--- src/rtl/prio_mux_pkg.sv ---
package prio_mux_pkg;
  parameter int unsigned DEF_NUM_DEV = 4;
  parameter int unsigned DEF_DATA_W  = 8;
  parameter bit          DEF_REG_OUT = 1'b1;
endpackage

--- src/rtl/prio_resolver.sv ---
module prio_resolver #(
  parameter int unsigned NUM_DEV = prio_mux_pkg::DEF_NUM_DEV
) (
  input  logic [NUM_DEV-1:0] req,
  output logic [NUM_DEV-1:0] grant,
  output logic               any_req
);
  // blocked[k] is high when some device with a lower index requests
  logic [NUM_DEV:0] blocked;
  assign blocked[0] = 1'b0;

  for (genvar k = 0; k < NUM_DEV; k++) begin : g_rank
    assign grant[k]     = req[k] & ~blocked[k];
    assign blocked[k+1] = blocked[k] | req[k];
  end

  assign any_req = blocked[NUM_DEV];
endmodule

--- src/rtl/prio_data_sel.sv ---
module prio_data_sel #(
  parameter int unsigned NUM_DEV = prio_mux_pkg::DEF_NUM_DEV,
  parameter int unsigned DATA_W  = prio_mux_pkg::DEF_DATA_W
) (
  input  logic [NUM_DEV-1:0]        grant,
  input  logic [NUM_DEV*DATA_W-1:0] data_flat,
  output logic [DATA_W-1:0]         sel_out
);
  // AND-OR tree: a zero grant vector gives an all-zero word
  logic [DATA_W-1:0] acc [NUM_DEV+1];
  assign acc[0] = '0;

  for (genvar k = 0; k < NUM_DEV; k++) begin : g_gate
    assign acc[k+1] = acc[k] | ({DATA_W{grant[k]}} & data_flat[k*DATA_W +: DATA_W]);
  end

  assign sel_out = acc[NUM_DEV];
endmodule

--- src/rtl/prio_out_stage.sv ---
module prio_out_stage #(
  parameter int unsigned WIDTH   = 1,
  parameter bit          REG_OUT = prio_mux_pkg::DEF_REG_OUT
) (
  input  logic             clk,
  input  logic             rst,
  input  logic [WIDTH-1:0] d,
  output logic [WIDTH-1:0] q
);
  if (REG_OUT) begin : g_reg
    always_ff @(posedge clk) begin
      if (rst) q <= '0;
      else     q <= d;
    end
  end else begin : g_comb
    logic unused_ctl;
    assign unused_ctl = clk ^ rst;
    assign q = d;
  end
endmodule

--- src/rtl/prio_line_mux.sv ---
module prio_line_mux #(
  parameter int unsigned NUM_DEV = prio_mux_pkg::DEF_NUM_DEV,
  parameter int unsigned DATA_W  = prio_mux_pkg::DEF_DATA_W,
  parameter bit          REG_OUT = prio_mux_pkg::DEF_REG_OUT
) (
  input  logic                      clk,
  input  logic                      rst,
  input  logic [NUM_DEV-1:0]        req,
  input  logic [NUM_DEV*DATA_W-1:0] dev_data,
  output logic [NUM_DEV-1:0]        ack,
  output logic [DATA_W-1:0]         line_out,
  output logic                      busy
);
  localparam int unsigned BUNDLE_W = DATA_W + NUM_DEV + 1;

  logic [NUM_DEV-1:0]  grant;
  logic                any_req;
  logic [DATA_W-1:0]   sel_word;
  logic [BUNDLE_W-1:0] bundle_d, bundle_q;

  prio_resolver #(.NUM_DEV(NUM_DEV)) u_res (
    .req     (req),
    .grant   (grant),
    .any_req (any_req)
  );

  prio_data_sel #(.NUM_DEV(NUM_DEV), .DATA_W(DATA_W)) u_sel (
    .grant     (grant),
    .data_flat (dev_data),
    .sel_out   (sel_word)
  );

  assign bundle_d = {any_req, grant, sel_word};

  prio_out_stage #(.WIDTH(BUNDLE_W), .REG_OUT(REG_OUT)) u_out (
    .clk (clk),
    .rst (rst),
    .d   (bundle_d),
    .q   (bundle_q)
  );

  assign line_out = bundle_q[DATA_W-1:0];
  assign ack      = bundle_q[DATA_W +: NUM_DEV];
  assign busy     = bundle_q[BUNDLE_W-1];
endmodule

--- config.mk ---
export PLATFORM = sky130hd
export DESIGN_NAME = prio_line_mux
export DESIGN_NICKNAME = d
export VERILOG_FILES = /design/src/rtl/prio_mux_pkg.sv /design/src/rtl/prio_resolver.sv /design/src/rtl/prio_data_sel.sv /design/src/rtl/prio_out_stage.sv /design/src/rtl/prio_line_mux.sv
export SDC_FILE = /design/constraint.sdc
export NUM_CORES = 1
export LEC_CHECK = 0
export ABC_AREA = 1
export BUFFER_PORTS_ARGS = -buffer_cell sky130_fd_sc_hd__buf_2
export CORE_MARGIN = 3
export CORE_UTILIZATION = 40
export DETAILED_ROUTE_END_ITERATION = 12
export MAX_ROUTING_LAYER = met4
export PLACE_DENSITY = 0.81
export SYNTH_ARGS = -nofsm -noshare
export SYNTH_HDL_FRONTEND = slang
export SYNTH_SLANG_ARGS = --single-unit
--- constraint.sdc ---
create_clock -name clk -period 2.1 [get_ports clk]
set_clock_uncertainty 0.2 [all_clocks]
set_input_delay 0.105 -clock clk [delete_from_list [all_inputs] [get_ports clk]]
set_output_delay 0.105 -clock clk [all_outputs]
set_load 0.02 [all_outputs]
; ---- Yosys cells after proc, flatten, opt, wreduce, memory -nomap -nowiden
; Cells that the tools add are included.
[totals]
register_bits = 13
[op_classes]
bitwise = 16
[ops]
columns = operator, count
row1 = 8-bit AND, 4
row2 = 8-bit OR, 3
row3 = 1-bit AND, 3
row4 = 1-bit inverter, 3
row5 = 1-bit OR, 3

; ---- Longest topological paths before layout
[depth]
depth_word = 6
ltp_mapped = 5

; ---- Modules after synthesis
; From an unflattened synthesis, not the netlist that was laid out.
[hier_totals]
hier_cells = 126
hier_area_um2 = 705.7
[by_module_without_submodules]
columns = mod, instances, cells_per_inst, area_each_um2
row1 = prio_out_stage, 1, 40, 369.1
row2 = prio_data_sel, 1, 76, 290.3
row3 = prio_resolver, 1, 10, 46.3

; ---- Worst setup path after synthesis
; OpenSTA, ideal clock, no wires.
[synth_path]
path_kind = input to register
start = input req[2]
end = register u_out.q[12]
setup_ns = 0.115
t_arrival_ns = 0.616
required_ns = 1.785
slack_ns = 1.169
path_stages = 5
cell_sequence = buf_2 -> inv_2 -> nand2_1 -> o21ai_0 -> inv_1
[synth_via]
elab_chain_cells = 2
[synth_rtl]
columns = item, line
row1 = start: declaration, prio_line_mux.sv:8  ; input logic [NUM_DEV-1:0] req,
row2 = 1-bit OR (2 in a row), prio_resolver.sv:14  ; assign blocked[k+1] = blocked[k] | req[k];
row3 = end signal: assignment, prio_out_stage.sv:12  ; if (rst) q <= '0;
row4 = end signal: assignment, prio_out_stage.sv:13  ; else q <= d;
row5 = end: declaration, prio_out_stage.sv:8  ; output logic [WIDTH-1:0] q
; No other way between the ends.
; A chain may end at the register's enable or synchronous reset.

==> reports/qor.csv <==
stage,metric,value,unit
worst_setup_path,ordered cell list for the critical path,dlygate4sd3_1 > buf_2 > inv_2 > nand2_4 > nor2_1 > nor2_1 > nand3_1 > dlygate4sd3_1,
floorplan,area of the die,2120,µm²
layout,register with the most flip-flops,u_out.q,
layout,final core area utilization,80.4,%
route,wire length after detailed routing,2.41,mm
place,Port-buffer cells,50,
timing,Finish-stage setup viols,0,
global_route,vias in the first global route,754,
cts,clock-pin slew on the worst setup and hold paths,0.08,ns
layout,count of antenna diodes in the layout,0,
synthesis,mean area per synthesized cell,6.84,µm²
floorplan,total I/O pin count,51,
timing,max_slew headroom,76.8,%
run_status,status,"complete, but fails checks",
synthesis,number of flops mapped to enable cells by yosys,0,
synthesis,Synthesis Warnings,0,
worst_setup_path,Critical Path AT,2.01,ns
timing,worst-case hold slack,-0.00763,ns
synthesis,proportion of synthesized chip area in sequential cells,40.5,%
synthesis,ranking of synthesized cells by instance count,"sky130_fd_sc_hd__nor2_1, sky130_fd_sc_hd__nand4_1, sky130_fd_sc_hd__dfxtp_1",
global_route,wire length of the first global-routing pass,3.42,mm
synthesis,share of Yosys cell area claimed by the top area cell type,40.5,%
timing,Least-Margin Pin Slew,0.348,ns
synthesis,cell types occupying the most area after synthesis,"sky130_fd_sc_hd__dfxtp_1, sky130_fd_sc_hd__nand4_1, sky130_fd_sc_hd__nor2_1, sky130_fd_sc_hd__nand3_1, sky130_fd_sc_hd__nand2_1",
worst_setup_path,critical path class,in2reg,
job,# Max-Cap Violations,0,
timing,Max Slew Vio Count,0,
timing,Fmax achieved,487,MHz
synthesis,synthesized net count,132,
route,router iterations before antenna repair,4,
cts,# clock sinks,13,
worst_setup_path,cell type of the slowest stage on the worst timing path,sky130_fd_sc_hd__dlygate4sd3_1,
synthesis,number of cells produced by synthesis,94,
pwr,Power Density,520,nW/µm²
worst_setup_path,data required time at the worst endpoint,2.06,ns
cts,setup bufs post-CTS,0,
run_status,violated checks,hold timing,
worst_setup_path,highest net fanout along the worst path,18,
synthesis,Syn Std Cell Area,643,µm²
timing,Tcrit/Tclk final,97.7,%
cts,total CTS buffers,3,
pwr,worst vdd rail ir drop,282,µV
global_route,number of antenna violations at the first check in global routing,0,
global_route,global-route usage over all layers,23.4,%
floorplan,# rows,13,
synthesis,most frequently used flop master after synthesis,sky130_fd_sc_hd__dfxtp_1,
floorplan,core area,1400,µm²
layout,leading registers by flop count,u_out.q x13,
cts,clock tree from TritonCTS,yes,
synthesis,distinct cell type count after synthesis,14,
pwr,Static Leak,0.627,nW
route,DR vias/cell,4.97,
route,number of vias in the routed layout,895,
worst_setup_path,Setup crit start kind,input pin,
cts,CTS H-tree lvls,1,
global_route,grt total ovfl,0,
floorplan,starting density of the core,46.0,%
synthesis,most used standard cell by instance count after synthesis,sky130_fd_sc_hd__nor2_1,
floorplan,vertical die dimension,46.1,µm
layout,Post-Layout Inst Area,1120,µm²
worst_setup_path,largest stage delay on the critical path,0.58,ns
place,post-detailed-placement cell area,891,µm²
timing,shortest clock period the worst path allows after layout,2.05,ns
route,DRC violations left,0,
place,routability congestion estimate from global placement,0.777,
layout,area added between synthesis and finish,74.9,%
floorplan,die width,46.1,µm
synthesis,synthesis-stage register bit count,13,
worst_setup_path,Worst Setup End Kind,flip-flop,
global_route,pin count of the biggest net entering global routing,19,
min_path,class of the tightest hold or removal check,in2reg,
layout,fraction of layout instances using a drive strength above 1,36.4,%
timing,Hold Fails Final Rpt,1,
place,HPWL after detailed placement,1.39,mm
route,1st-iter DRT viols,26,
synthesis,share of flip-flops with an asynchronous set or reset after synthesis,0,%
route,number of nets with antenna violations after routing,0,
layout,final-stage net count,204,
route,Routed wire per std cell,13.4,µm
synthesis,post-synthesis cell type with the largest combined area,sky130_fd_sc_hd__dfxtp_1,
layout,max FFs per register,13,
cts,clock tree root driver cell,sky130_fd_sc_hd__clkbuf_4,
cts,buffer depth of the longest clock path,2,
-- cells by family (layout without fill, tap and decap cells) --
logic type	after synthesis	count (layout)	share of synthesized area (%)
AND/OR/NAND/NOR	64	64	47.9
buffers and inverters	16	87	10.9
flip-flops	13	13	40.5
AO/OA/AOI/OAI	1	1	0.777
-- metrics by stage --
| step | TNS [ns] | cells | power [mW] | setup WS, ns | hold slack (ns) |
|---|---|---|---|---|---|
| after global placement | 0 | 156 | 0.394 | 0.959 | 0.137 |
| after CTS | 0 | 180 | 0.576 | 0.128 | 0.0243 |
| final | 0 | 180 | 0.585 | 0.0480 | -0.00763 |
| after floorplan | 0 | 94 | 0.338 | 1.17 | -0.0233 |
| after detailed placement | 0 | 156 | 0.396 | 0.926 | 0.140 |
| after global routing | -0.0150 | 180 | 0.617 | -0.0150 | 0.00665 |
-- final timing paths --
kind / startpoint / to / slack, ns / depth (start not counted)
setup / recovery: rst / u_out.q[2] / 0.05 / 8
hold / removal: req[0] / u_out.q[8] / -0.008 / 3
-- cells in the final DEF (no fill, tap or decap), drive strengths merged --
cell type and n:
buf 50, nor2 24, dlygate4sd3 20, nand4 16, dfxtp 13, nand2 13
inv 13, nand3 9, clkbuf 4, o21ai 1, nor3 1, nor4 1
-- power by group --
group | internal [mW] | switching, mW | total (mW)
logic | 0.0789 | 0.0860 | 0.165
clock network | 0.0735 | 0.0809 | 0.154
registers | 0.262 | 0.00348 | 0.266
total | 0.415 | 0.170 | 0.585
-- metal layers --
metal | GRT usage [%] | part of all wire, %
met1 | 28.1 | 37
met4 | 10.8 | 2.8
met3 | 3.13 | 9.3
met2 | 38.2 | 51
met5 | - | 0
-- worst max-delay path: cells and delay by family --
| kind | cells | cell delay [ns] |
|---|---|---|
| buffers and inverters | 4 | 1.45 |
| and+or+nand+nor | 4 | 0.47 |
-- what timing repair did --
item | in CTS | in global routing
setup endpoints to repair | 0 | 2
hold buffers | 20 | 0
hold endpoints to repair | 12 | 0
gates resized for setup | 0 | 2
-- final cells by class --
class / count / area [µm²]
flip-flops and latches: 13 / 260
multi-input cells: 65 / 320
well taps: 15 / 18.8
clock buffers: 4 / 26.3
inverters: 13 / 48.8
repair buffers: 70 / 450
fillers: 94 / 274
No activity file was read; power rests on OpenSTA's default activity.
